`src/rtl/evt_intr_throttle.sv`:
```
module evt_intr_throttle #(
  parameter int unsigned IVL_W   = 16,
  parameter int unsigned RST_IVL = 4000
) (
  input  logic              clk,
  input  logic              rst_n,
  input  logic              tick,
  input  logic              event_post,
  input  logic              hbusy_ack,
  input  logic              wr_en,
  input  logic [1:0]        wr_sel,
  input  logic [2*IVL_W-1:0] wr_data,
  input  logic [1:0]        rd_sel,
  output logic [2*IVL_W-1:0] rd_data,
  output logic              irq_o
);
  localparam int unsigned DW = 2*IVL_W;
  localparam logic [1:0] SEL_MGMT = 2'd0;
  localparam logic [1:0] SEL_MOD  = 2'd1;
  localparam logic [1:0] SEL_BUSY = 2'd2;
  localparam int unsigned BUSY_BIT = 3;

  logic             pend_q, en_q, busy_q;
  logic [IVL_W-1:0] ivl_q, cnt_q;

  wire wr_mgmt = wr_en && (wr_sel == SEL_MGMT);
  wire wr_mod  = wr_en && (wr_sel == SEL_MOD);
  wire cnt_zero = (cnt_q == '0);
  wire fire = pend_q && en_q && !busy_q && cnt_zero;

  always_ff @(posedge clk) begin
    if (!rst_n) begin
      pend_q <= 1'b0;
      en_q   <= 1'b0;
      busy_q <= 1'b0;
      ivl_q  <= IVL_W'(RST_IVL);
      cnt_q  <= '0;
      irq_o  <= 1'b0;
    end else begin
      pend_q <= event_post || (pend_q && !(wr_mgmt && wr_data[0]));
      if (wr_mgmt) en_q <= wr_data[1];
      if (wr_mod) ivl_q <= wr_data[IVL_W-1:0];
      if (wr_mod)
        cnt_q <= wr_data[DW-1:IVL_W];
      else if (fire)
        cnt_q <= ivl_q;
      else if (tick && !cnt_zero)
        cnt_q <= cnt_q - 1'b1;
      if (fire)
        busy_q <= 1'b1;
      else if (hbusy_ack)
        busy_q <= 1'b0;
      irq_o <= fire;
    end
  end

  always_comb begin
    rd_data = '0;
    case (rd_sel)
      SEL_MGMT: rd_data[1:0] = {en_q, pend_q};
      SEL_MOD:  rd_data = {cnt_q, ivl_q};
      SEL_BUSY: rd_data[BUSY_BIT] = busy_q;
      default:  rd_data = '0;
    endcase
  end
endmodule


```
`config.mk`:
```
export PLATFORM = sky130hd
export DESIGN_NAME = evt_intr_throttle
export DESIGN_NICKNAME = d
export VERILOG_FILES = /design/src/rtl/evt_intr_throttle.sv
export SDC_FILE = /design/constraint.sdc
export NUM_CORES = 1
export LEC_CHECK = 0
export BUFFER_PORTS_ARGS = -buffer_cell sky130_fd_sc_hd__clkbuf_2
export CAP_MARGIN = 20
export CELL_PAD_IN_SITES_DETAIL_PLACEMENT = 1
export CELL_PAD_IN_SITES_GLOBAL_PLACEMENT = 1
export CORE_MARGIN = 1
export CORE_UTILIZATION = 35
export CTS_CLUSTER_DIAMETER = 80
export DETAILED_ROUTE_END_ITERATION = 12
export PLACE_DENSITY_LB_ADDON = 0.1
export SYNTH_ARGS = -nofsm -noshare
export SYNTH_HDL_FRONTEND = slang
export SYNTH_SLANG_ARGS = --single-unit
export TNS_END_PERCENT = 100
```
`constraint.sdc`:
```
create_clock -name clk -period 4.31 [get_ports clk]
set_clock_uncertainty 0.1 [all_clocks]
set_input_delay 0.2155 -clock clk [delete_from_list [all_inputs] [get_ports clk]]
set_output_delay 0.2155 -clock clk [all_outputs]
set_load 0.02 [all_outputs]
```
==> results of run 1 <==
[per-stage QoR]
| step | cells | utilization | area (um^2) | setup WS, ns |
|---|---|---|---|---|
| floorplan | 277 | - | 2180 | 2.11 |
| global placement | 408 | 0.433 | 2580 | 1.68 |
| detailed placement | 408 | 0.433 | 2580 | 1.65 |
| CTS | 413 | 0.445 | 2650 | 1.63 |
| global route | 413 | 0.445 | 2650 | 1.41 |
| finish | 413 | 0.445 | 2650 | 1.64 |
[layout make-up]
class,count,area (um^2),area share
clock buffers,5,68.8,0.0260
well taps,75,93.8,0.0354
inverters,8,30.0,0.0113
flip-flops and latches,36,721,0.272
multi-input cells,212,1340,0.507
repair buffers,77,393,0.148
[cells by family (layout without fill, tap and decap cells)]
kind of cell,after synthesis,in the layout,share of synthesized area
multiplexers,3,3,0.0161
buffers and inverters,29,90,0.0523
AO/OA/AOI/OAI,72,72,0.235
XOR/XNOR,8,8,0.0322
adder cells (fa/ha/maj),4,4,0.0230
flip-flops,36,36,0.331
AND/OR/NAND/NOR,125,125,0.310
[per-layer routing]
metal / GRT usage / part of all wire
met1: 0.291 / 0.49
met2: 0.361 / 0.47
met3: 0.0461 / 0.036
met4: 0.0482 / 0.0081
met5: 0 / 0
[worst max-delay path: cells and delay by family, from the launching register on]
| family | cells | cell delay (ns) |
|---|---|---|
| buf+inv | 1 | 0.07 |
| simple gates | 3 | 1.34 |
| compound gates | 2 | 0.50 |
| fa+ha+maj | 1 | 0.18 |
| flops | 1 | 0.36 |
[path summary, 6_finish.rpt]
path	endpoint	slack [ns]
worst max-delay path	cnt_q[0]	1.64
worst min-delay path	ivl_q[7]	0.04
worst max register to register	cnt_q[0]	1.64
worst min register to register	ivl_q[13]	0.38
[cells in the mapped netlist (all sizes together), types with 3 or more instances]
master | number | share of area
nand2 | 43 | 0.075
dfxtp | 36 | 0.33
and2 | 30 | 0.086
clkbuf | 17 | 0.029
o21ai | 13 | 0.032
a21boi | 11 | 0.038
nand3 | 11 | 0.025
nor3 | 10 | 0.023
a21oi | 8 | 0.018
inv | 8 | 0.014
nor2 | 6 | 0.010
o41ai | 6 | 0.024
xnor2 | 6 | 0.024
a31oi | 5 | 0.014
a221oi | 4 | 0.016
buf | 4 | 0.0092
ha | 4 | 0.023
nor4 | 4 | 0.018
o22ai | 4 | 0.011
nor2b | 3 | 0.0086
nor3b | 3 | 0.010
o211ai | 3 | 0.010
or4 | 3 | 0.010
[cell usage in the layout, fill, tap and decap left out, types with 2 or more instances in the layout]
cell       Yosys  final
clkbuf_2       0     74
nand2_1       42     42
dfxtp_1       36     36
and2_1        30     30
nand3_1       11     11
a21boi_0      11     11
o21ai_0       11     11
nor3_1        10     10
inv_1          8      8
a21oi_1        8      8
nor2_1         6      6
xnor2_1        6      6
o41ai_1        6      6
a31oi_1        5      5
clkbuf_8       0      5
o22ai_1        4      4
a221oi_1       4      4
ha_1           4      4
nor2b_1        3      3
or4_1          3      3
nor3b_1        3      3
nor4_1         3      3
o211ai_1       3      3
buf_4          0      3
a22o_1         2      2
nand3b_1       2      2
or3_1          2      2
nand4_1        2      2
xor2_1         2      2
o31a_1         2      2
mux2i_1        2      2
a211oi_1       2      2
o2bb2ai_1      2      2
[power by group through the flow]
stage                     logic, uW  clock network [uW]  registers (uW)
after global placement          246                   0             399
after global routing            278                 235             398
final                           248                 217             394
after floorplan                 187                   0             388
after CTS                       250                 222             393
after detailed placement        249                   0             401
[state kept, by name (all words and copies together), names as in the netlist]
signal and count:
ivl_q 16, cnt_q 16, busy_q 1, pend_q 1
irq_o 1, en_q 1
==> key figures, run 1 <==
Cells and area
  – Antenna cells: 0
  – Fill count: slightly below 800
  – Syn-to-layout area delta: 21.7%
  – Final net count: a little under 400
  – Ratio of cells with drive above 1 in the final layout: 0.257

Clock network
  – CTS tree: done
  – Worst-skew pair later-pin latency: roughly 0.28 ns
  – Clk slew on worst S/H paths: roughly 0.070 ns
  – Max H-tree Level: 2
  – # hold bufs at CTS: 0
  – # clock sinks: 36
  – Clk buf depth: 2
  – Num CTS Buffers: 5
  – Post-CTS Resized: 0
  – Setup Buffers After CTS: 0
  – Clock root cell: clkbuf_8

Timing
  – Max Clk Rate: 0.374 GHz
  – Final Hold Fails: 0
  – Post-layout min period: 2.67 ns
  – Slew headroom: 0.370
  – Final TNS setup: 0 ns
  – Worst hold margin: ~0.04 ns
  – Period utilization: 0.620
  – RSZ-0062 raised after global routing: false
  – Final Setup Violations: 0
  – Worst Max-Slew Pin Slew: between 0.9 and 1 ns
  – Final Slew Violations: 0

Synth
  – Mapped Nets: roughly 320
  – Post-synth EDFFs: 0
  – Yosys warnings: 0
  – Main synth FF type: dfxtp_1
  – Cell count after synthesis: 277
  – Syn avg cell area: a little under 8 um^2
  – Register area share after synthesis: 0.331
  – Ys async rst share: 0
  – Synth cell types: between 50 and 60
  – Cell area after synthesis: between 2000 and 2500 um^2
  – FF+latch count, synth: 36

Setup path
  – Crit path cell chain: inv_1, ha_1, or3b_1, nor4_4, nand2_2, o211a_1, a32o_1
  – Critical Path Source: cnt_q[0]
  – Worst path max stage delay: slightly above 0.5 ns
  – Worst r2r path cells: 7
  – Setup crit start kind: register
  – Crit Path Category: reg2reg
  – Reg2reg start: cnt_q[0]
  – CP Max Fanout: 14
  – CP required: 4.39 ns
  – Element type at the critical path end: register
  – Worst EP arrival: between 2 and 3 ns
  – Slowest CP cell: or3b_1

Power and ir drop
  – Gate power share: 0.288
  – Leak pwr: around 0.0011 uW
  – Clock share of power: 0.253
  – Pwr Density: 324 nW/um^2
  – Switching share of power: 0.337
  – Worst vdd ir: 0.000137 V
  – Final Power: around 860 uW
  – P_int: ~570 uW
  – P_sw: 290 uW
  – Flop pwr share: 0.459

Route
  – Pre-antenna DRT Iters: 4
  – # DRC: 0
  – Initial DRC Count: ~120
  – Final ANT Viol Nets: 0
  – Wire per inst: 15.9 um
  – Vias per Instance: between 5 and 6
  – Final wirelength: 6.57 mm
  – Via count: approximately 2300

Floorplanning
  – Total die area: ~6500 um^2
  – Die width: 80.8 um
  – Die Y: about 81 um
  – Initial Utilization: 0.365
  – IO Pins: 75
  – Core ar.: just under 6000 um^2
  – Rows: 28

Flow run
  – Max-cap violations: 0

Global routing
  – Grt total ovfl: 0
  – Vias in the first global route: between 2000 and 2500
  – First-pass GRT wire length: between 10 and 15 mm
  – Initial antenna violation count: 0
  – Largest net degree at the start of global routing: 41
  – Total track usage: 0.219

Place
  – Gpl congestion: roughly 0.83
  – HPWL Detailed: between 4 and 5 mm
  – I/O Buffers: 74

Min path
  – Hold path start: wr_data[7]
  – Hold path depth: 3
  – Worst Hold Class: in2reg

Run status
  – Status: complete, no violations
(Power assumes the default switching activity.)
==> inputs of run 2 (changes only) <==
--- a/config.mk
+++ b/config.mk
@@ -10,7 +10,7 @@
 export CELL_PAD_IN_SITES_DETAIL_PLACEMENT = 1
 export CELL_PAD_IN_SITES_GLOBAL_PLACEMENT = 1
 export CORE_MARGIN = 1
-export CORE_UTILIZATION = 35
+export CORE_UTILIZATION = 32
 export CTS_CLUSTER_DIAMETER = 80
 export DETAILED_ROUTE_END_ITERATION = 12
 export PLACE_DENSITY_LB_ADDON = 0.1
==> constraint.sdc (replaced) <==
create_clock -name clk -period 2.15 [get_ports clk]
set_clock_uncertainty 0.1 [all_clocks]
set_input_delay 0.1075 -clock clk [delete_from_list [all_inputs] [get_ports clk]]
set_output_delay 0.1075 -clock clk [all_outputs]
set_load 0.02 [all_outputs]
==> run 2 against run 1 <==
  * The flow now finishes with violations (DRC)
  * Setup slack worse by 1.6 ns
  * Via count up 12%
  * Critical path depth down 1
  * Count of clock-buffer cells in the layout unchanged
  * Sequential share of layout area down 5.6 points
  * Final area up 27%
  * Cell count up 15%
==> key figures, run 2 (synthesized netlist as in run 1, its figures left out) <==
Run status
  – Status: finished with violations
  – Failing checks: DRC

Timing
  – Period utilization: 0.993 (+0.373)
  – Final Slew Violations: 0 (unchanged)
  – Final Setup Violations: 0 (unchanged)
  – RSZ-0062 raised after global routing: true
  – Worst hold margin: 0.0239 ns (-0.0164 ns)
  – Max Clk Rate: 0.469 GHz (+25%)
  – Post-layout min period: 2.13 ns (-0.538 ns)
  – Slew headroom: 0.483 (+0.113)
  – Worst Max-Slew Pin Slew: 0.776 ns (-0.169 ns)
  – Final Hold Fails: 0 (unchanged)

Cells and area
  – Area of the multi-input gates: 1490 um^2 (+11%)
  – Reg area: 728 um^2 (+1.0%)
  – Fill count: 805 (+4.1%)
  – Finished layout cell area: 3360 um^2 (+27%)
  – Ratio of cells with drive above 1 in the final layout: 0.373 (+0.116)
  – Syn-to-layout area delta: 54.6%
  – Commonest non-fill, non-tap cell in the layout: clkbuf_2
  – Antenna cells: 0 (unchanged)
  – Final net count: 447 (+16%)
  – Most frequent cells in the layout: clkbuf_2, nand2_1, buf_4
  – Top flop regs: cnt_q: 16 flops, ivl_q: 16 flops

Setup path
  – Reg2reg start: cnt_q[1]
  – Crit Path Category: reg2reg
  – Element type at the critical path end: register
  – Setup crit start kind: register
  – CP required: 2.27 ns (-2.12 ns)
  – Critical Path Source: cnt_q[1]
  – CP Max Fanout: 3 (-11)
  – Worst EP arrival: 2.26 ns (-0.49 ns)

Route
  – Wl on met1: 3.62 mm (+13%)
  – Initial DRC Count: 113 (-4.2%)
  – # DRC: 4 (+4)
  – Final ANT Viol Nets: 0 (unchanged)
  – Wire per inst: 16.2 um (+1.7%)
  – Met2 routed wirelength: 3.76 mm (+22%)
  – Pre-antenna DRT Iters: 10 (+6)
  – Uppermost layer routed: met4
  – Vias per Instance: 5.32 (-3.2%)
  – Final wirelength: 7.70 mm (+17%)
  – DR WL met3: 239 um (+0.42%)
  – Via count: 2530 (+12%)

Place
  – Area after DPL: 2840 um^2 (+10%)
  – HPWL Detailed: 5.25 mm (+11%)
  – I/O Buffers: 74 (unchanged)
  – Gpl congestion: 0.805 (-2.7%)

Floorplanning
  – Total die area: 7130 um^2 (+9.1%)
  – IO Pins: 75 (unchanged)
  – Die width: 84.5 um (+4.5%)
  – Initial Utilization: 0.337 (-0.0285)
  – Rows: 29 (+3.6%)
  – Die Y: 84.5 um (+4.5%)
  – Core ar.: 6460 um^2 (+8.4%)

Global routing
  – Largest net degree at the start of global routing: 41 (unchanged)
  – Grt total ovfl: 0 (unchanged)
  – First-pass GRT wire length: 12.6 mm (+15%)
  – Initial antenna violation count: 0 (unchanged)
  – Vias in the first global route: 2548 (+14%)
  – Total track usage: 0.222 (+0.00328)

Clock network
  – Worst-skew pair later-pin latency: 0.29 ns (about the same)
  – Clk buf depth: 2 (unchanged)
  – Num CTS Buffers: 5 (unchanged)
  – Clk slew on worst S/H paths: 0.07 ns (about the same)
  – CTS tree: done
  – Clock root cell: clkbuf_8
  – Max H-tree Level: 2 (unchanged)
  – # clock sinks: 36 (unchanged)

Min path
  – Worst Hold Class: in2reg
  – Hold path start: wr_data[30]

Power and ir drop
  – Leak pwr: 0.00147 uW (+29%)
  – Worst vdd ir: 0.000248 V (+81%)
  – Pwr Density: 601 nW/um^2 (+85%)

Flow run
  – Max-cap violations: 0 (unchanged)
## run 2: cell types whose count changed in the layout (fill, tap and decap cells not counted), sizes merged
cell / delta
dlygate4sd3: +26
buf: +35
## run 2: through the flow
stage	setup WS [ns]	TNS, ns	utilization	total power (uW)	cells
floorplan	-0.0217	-0.0217	-	1150	277
global placement	-0.0527	-0.121	0.440	1420	441
detailed placement	-0.0700	-0.279	0.440	1430	441
CTS	0.0121	0	0.498	1940	473
global route	-0.0419	-0.314	0.521	2140	476
finish	0.0161	0	0.521	2020	476
## run 2: critical path, stage by stage, from the launching register on
cell and delay (ns):
dfxtp_2 0.33, buf_4 0.13, or4_4 0.52, or2_4 0.27, nor4b_4 0.28, mux2_4 0.33, o21ai_2 0.11
## run 2: per-layer routing
metal  up-vias  global-route usage
li1       1244                   -
met1      1230               0.285
met2        48               0.394
met3         8              0.0324
met4         0              0.0493
met5         -                   0
## run 2: report_power, final
group	switching [uW]	total (uW)	internal, uW
logic	390	799	409
clock network	227	436	209
registers	63.8	786	722
total	681	2020	1340
## run 2: cell type report
type                       instances  area share
clock buffer                       5      0.0205
inverter                           8     0.00893
multi-input combinational        212       0.444
sequential                        36       0.216
tap                               77      0.0286
timing repair buffer             138       0.282
## run 2: worst paths after layout
| kind | end | slack (ns) | cells after the start |
|---|---|---|---|
| min reg2reg | ivl_q[2] | 0.39 | 2 |
| max | cnt_q[13] | 0.02 | 6 |
| min | cnt_q[14] | 0.02 | 3 |
| max reg2reg | cnt_q[13] | 0.02 | 6 |
## run 2: repair_timing
item / 4_1_cts / 5_1_grt
pin swaps: 2 / 8
setup buffers: 1 / 3
endpoints found under the setup margin: 8 / 16
hold buffers: 26 / 0
endpoints found under the hold margin: 26 / 0
gates resized for setup: 9 / 29
==> inputs of run 3 (changes only) <==
--- a/config.mk
+++ b/config.mk
@@ -5,7 +5,7 @@
 export SDC_FILE = /design/constraint.sdc
 export NUM_CORES = 1
 export LEC_CHECK = 0
-export BUFFER_PORTS_ARGS = -buffer_cell sky130_fd_sc_hd__clkbuf_2
+export BUFFER_PORTS_ARGS = -buffer_cell sky130_fd_sc_hd__buf_2
 export CAP_MARGIN = 20
 export CELL_PAD_IN_SITES_DETAIL_PLACEMENT = 1
 export CELL_PAD_IN_SITES_GLOBAL_PLACEMENT = 1
==> run 3 against run 2 <==
  * The run ends with DRC, hold timing, setup timing left
  * Largest power group is now registers
  * Die area did not move
  * Count of clock-buffer cells in the layout grew 3
  * Global-route usage is 0.80 points higher
  * Clock power grew 20%
  * Final area shrank 0.89%
  * Sequential power decreased by 0.8%
  * Worst hold slack got worse by 0.026 ns
  * Critical endpoint unchanged
  * Cell count is 1.3% higher
  * Power rose by 2.5%
  * Critical path type unchanged
  * Register-to-register slack worse by 0.06 ns
  * Largest cell class unchanged
  * Critical path depth unchanged
  * Routed wire length up 1.4%
==> key figures, run 3 (synthesized netlist as in run 1, its figures left out) <==
Cells and area
  – Commonest non-fill, non-tap cell in the layout: buf_2
  – Most frequent cells in the layout: buf_2, nand2_1, buf_4
  – Syn-to-layout area delta: 53.2%
  – Top flop regs: cnt_q: 16 flops, ivl_q: 16 flops
  – Ratio of cells with drive above 1 in the final layout: 0.353 (-0.0203)
  – Final net count: 450 (+0.67%)
  – Cell Count, Final, Fillers Out: 482 (+1.3%)
  – Antenna cells: 0 (unchanged)
  – Finished layout cell area: 3330 um^2 (-0.89%)

Power and ir drop
  – P_sw: 694 uW (+2.0%)
  – Switching share of power: 0.335 (-0.00162)
  – Flop pwr share: 0.376 (-0.013)
  – P_int: 1380 uW (+2.8%)
  – Pwr Density: 621 nW/um^2 (+3.5%)
  – Clock share of power: 0.253 (+0.037)
  – Leak pwr: 0.00149 uW (+1.3%)
  – Gate power share: 0.370 (-0.025)
  – Worst vdd ir: 0.000241 V (-2.9%)

Global routing
  – First-pass GRT wire length: 13.0 mm (+2.6%)
  – Vias in the first global route: 2675 (+5.0%)
  – Grt total ovfl: 0 (unchanged)
  – Initial antenna violation count: 0 (unchanged)
  – Largest net degree at the start of global routing: 37 (-9.8%)
  – Total track usage: 0.230 (+0.00804)

Place
  – Gpl congestion: 0.846 (+5.0%)
  – I/O Buffers: 74 (unchanged)
  – Area after DPL: 2850 um^2 (+0.53%)
  – HPWL Detailed: 5.41 mm (+3.1%)
  – Placed Instances: 443 (+0.45%)

Min path
  – Hold path start: hbusy_ack
  – Worst Hold Class: in2reg
  – Hold path depth: 3 (unchanged)
  – End of the worst hold path: busy_q

Timing
  – Final Hold Fails: 1 (+1)
  – Final Slew Violations: 0 (unchanged)
  – RSZ-0062 raised after global routing: true
  – Period utilization: 1.02 (+0.0272)
  – Post-layout min period: 2.19 ns (+0.0586 ns)
  – Max Clk Rate: 0.456 GHz (-2.7%)
  – Slew headroom: 0.583 (+0.100)
  – Setup slack after layout: -0.0425 ns (-0.0586 ns)
  – Final Setup Violations: 7 (+7)
  – Worst Max-Slew Pin Slew: 0.625 ns (-0.151 ns)
  – Worst hold margin: -0.00166 ns (-0.0256 ns)

Clock network
  – Max H-tree Level: 2 (unchanged)
  – # clock sinks: 36 (unchanged)
  – Num CTS Buffers: 5 (unchanged)
  – Worst-skew pair later-pin latency: 0.30 ns (about the same)
  – Clk slew on worst S/H paths: 0.07 ns (about the same)
  – CTS tree: done
  – Clk buf depth: 2 (unchanged)
  – Clock root cell: clkbuf_8

Route
  – Vias per Instance: 5.29 (-0.43%)
  – Via count: 2551 (+0.83%)
  – # DRC: 9 (+5)
  – Pre-antenna DRT Iters: 9 (-1)
  – Wire per inst: 16.2 um (+0.15%)
  – Final ANT Viol Nets: 0 (unchanged)
  – Final wirelength: 7.81 mm (+1.4%)
  – Initial DRC Count: 123 (+8.8%)

Floorplanning
  – Core ar.: 6460 um^2 (unchanged)
  – Die width: 84.5 um (unchanged)
  – Initial Utilization: 0.337 (unchanged)
  – IO Pins: 75 (unchanged)
  – Die Y: 84.5 um (unchanged)
  – Total die area: 7130 um^2 (unchanged)
  – Rows: 29 (unchanged)

Setup path
  – Worst EP arrival: 2.33 ns (+0.07 ns)
  – Setup crit start kind: register
  – Worst r2r path cells: 6 (unchanged)
  – Reg2Reg Setup Slack: -0.04 ns (-0.06 ns)
  – CP Max Fanout: 3 (unchanged)
  – Crit Path Category: reg2reg
  – Reg-to-reg endpoint: cnt_q[13]
  – Reg2reg start: cnt_q[1]
  – Element type at the critical path end: register
  – CP required: 2.29 ns (+0.02 ns)

Run status
  – Status: finished with violations
  – Failing checks: DRC, hold timing, setup timing

Flow run
  – Max-cap violations: 0 (unchanged)
==> run 3: worst max-delay path, cell delays in order, from the launching register on <==
cell and delay [ns]:
dfxtp_2 0.33, buf_4 0.13, or4_1 0.55, or2_1 0.30, nor4b_2 0.30, mux2_4 0.33, o21ai_2 0.10
==> run 3: per-layer routing <==
metal / vias up / track usage / share of wire
met1: 1233 / 0.293 / 0.45
met4: 0 / 0.0663 / 0.015
met5: - / 0 / 0
li1: 1247 / - / -
met3: 10 / 0.0334 / 0.038
met2: 61 / 0.405 / 0.50
==> run 3: power by group through the flow <==
stage / Sequential, uW / Combinational, uW / Clock [uW]
final: 780 / 767 / 525
after global routing: 790 / 839 / 563
after CTS: 776 / 713 / 535
after detailed placement: 787 / 654 / 0
after global placement: 786 / 640 / 0
after floorplan: 777 / 376 / 0
==> run 3: metrics by stage <==
| stage | TNS [ns] | utilization | power, uW | worst slack [ns] |
|---|---|---|---|---|
| after global placement | -0.298 | 0.442 | 1430 | -0.109 |
| after detailed placement | -0.934 | 0.442 | 1440 | -0.218 |
| after global routing | -1.41 | 0.516 | 2190 | -0.124 |
| after CTS | -0.00621 | 0.502 | 2020 | -0.00621 |
| final | -0.136 | 0.516 | 2070 | -0.0425 |
| after floorplan | -0.0217 | - | 1150 | -0.0217 |
==> run 3: worst max path at each step <==
stage | depth (start not counted) | start | to
after floorplan | 8 | cnt_q[0] | cnt_q[11]
after CTS | 7 | cnt_q[0] | cnt_q[11]
after detailed placement | 8 | cnt_q[0] | cnt_q[7]
final | 6 | cnt_q[1] | cnt_q[13]
after global placement | 8 | cnt_q[0] | cnt_q[7]
after global routing | 9 | cnt_q[1] | cnt_q[12]
==> run 3: cell type report <==
type / count / area (um^2)
flip-flops and latches: 36 / 723
repair buffers: 141 / 971
fillers: 822 / 3120
multi-input cells: 212 / 1420
clock buffers: 8 / 90.1
inverters: 8 / 30.0
well taps: 77 / 96.3
==> run 3: what timing repair did <==
| item | in CTS | in global routing |
|---|---|---|
| hold buffers | 26 | 0 |
| pin swaps | 1 | 11 |
| resized for setup | 6 | 15 |
| endpoints found under the hold margin | 27 | 0 |
| buffers inserted | 1 | 4 |
| setup endpoints to repair | 12 | 16 |
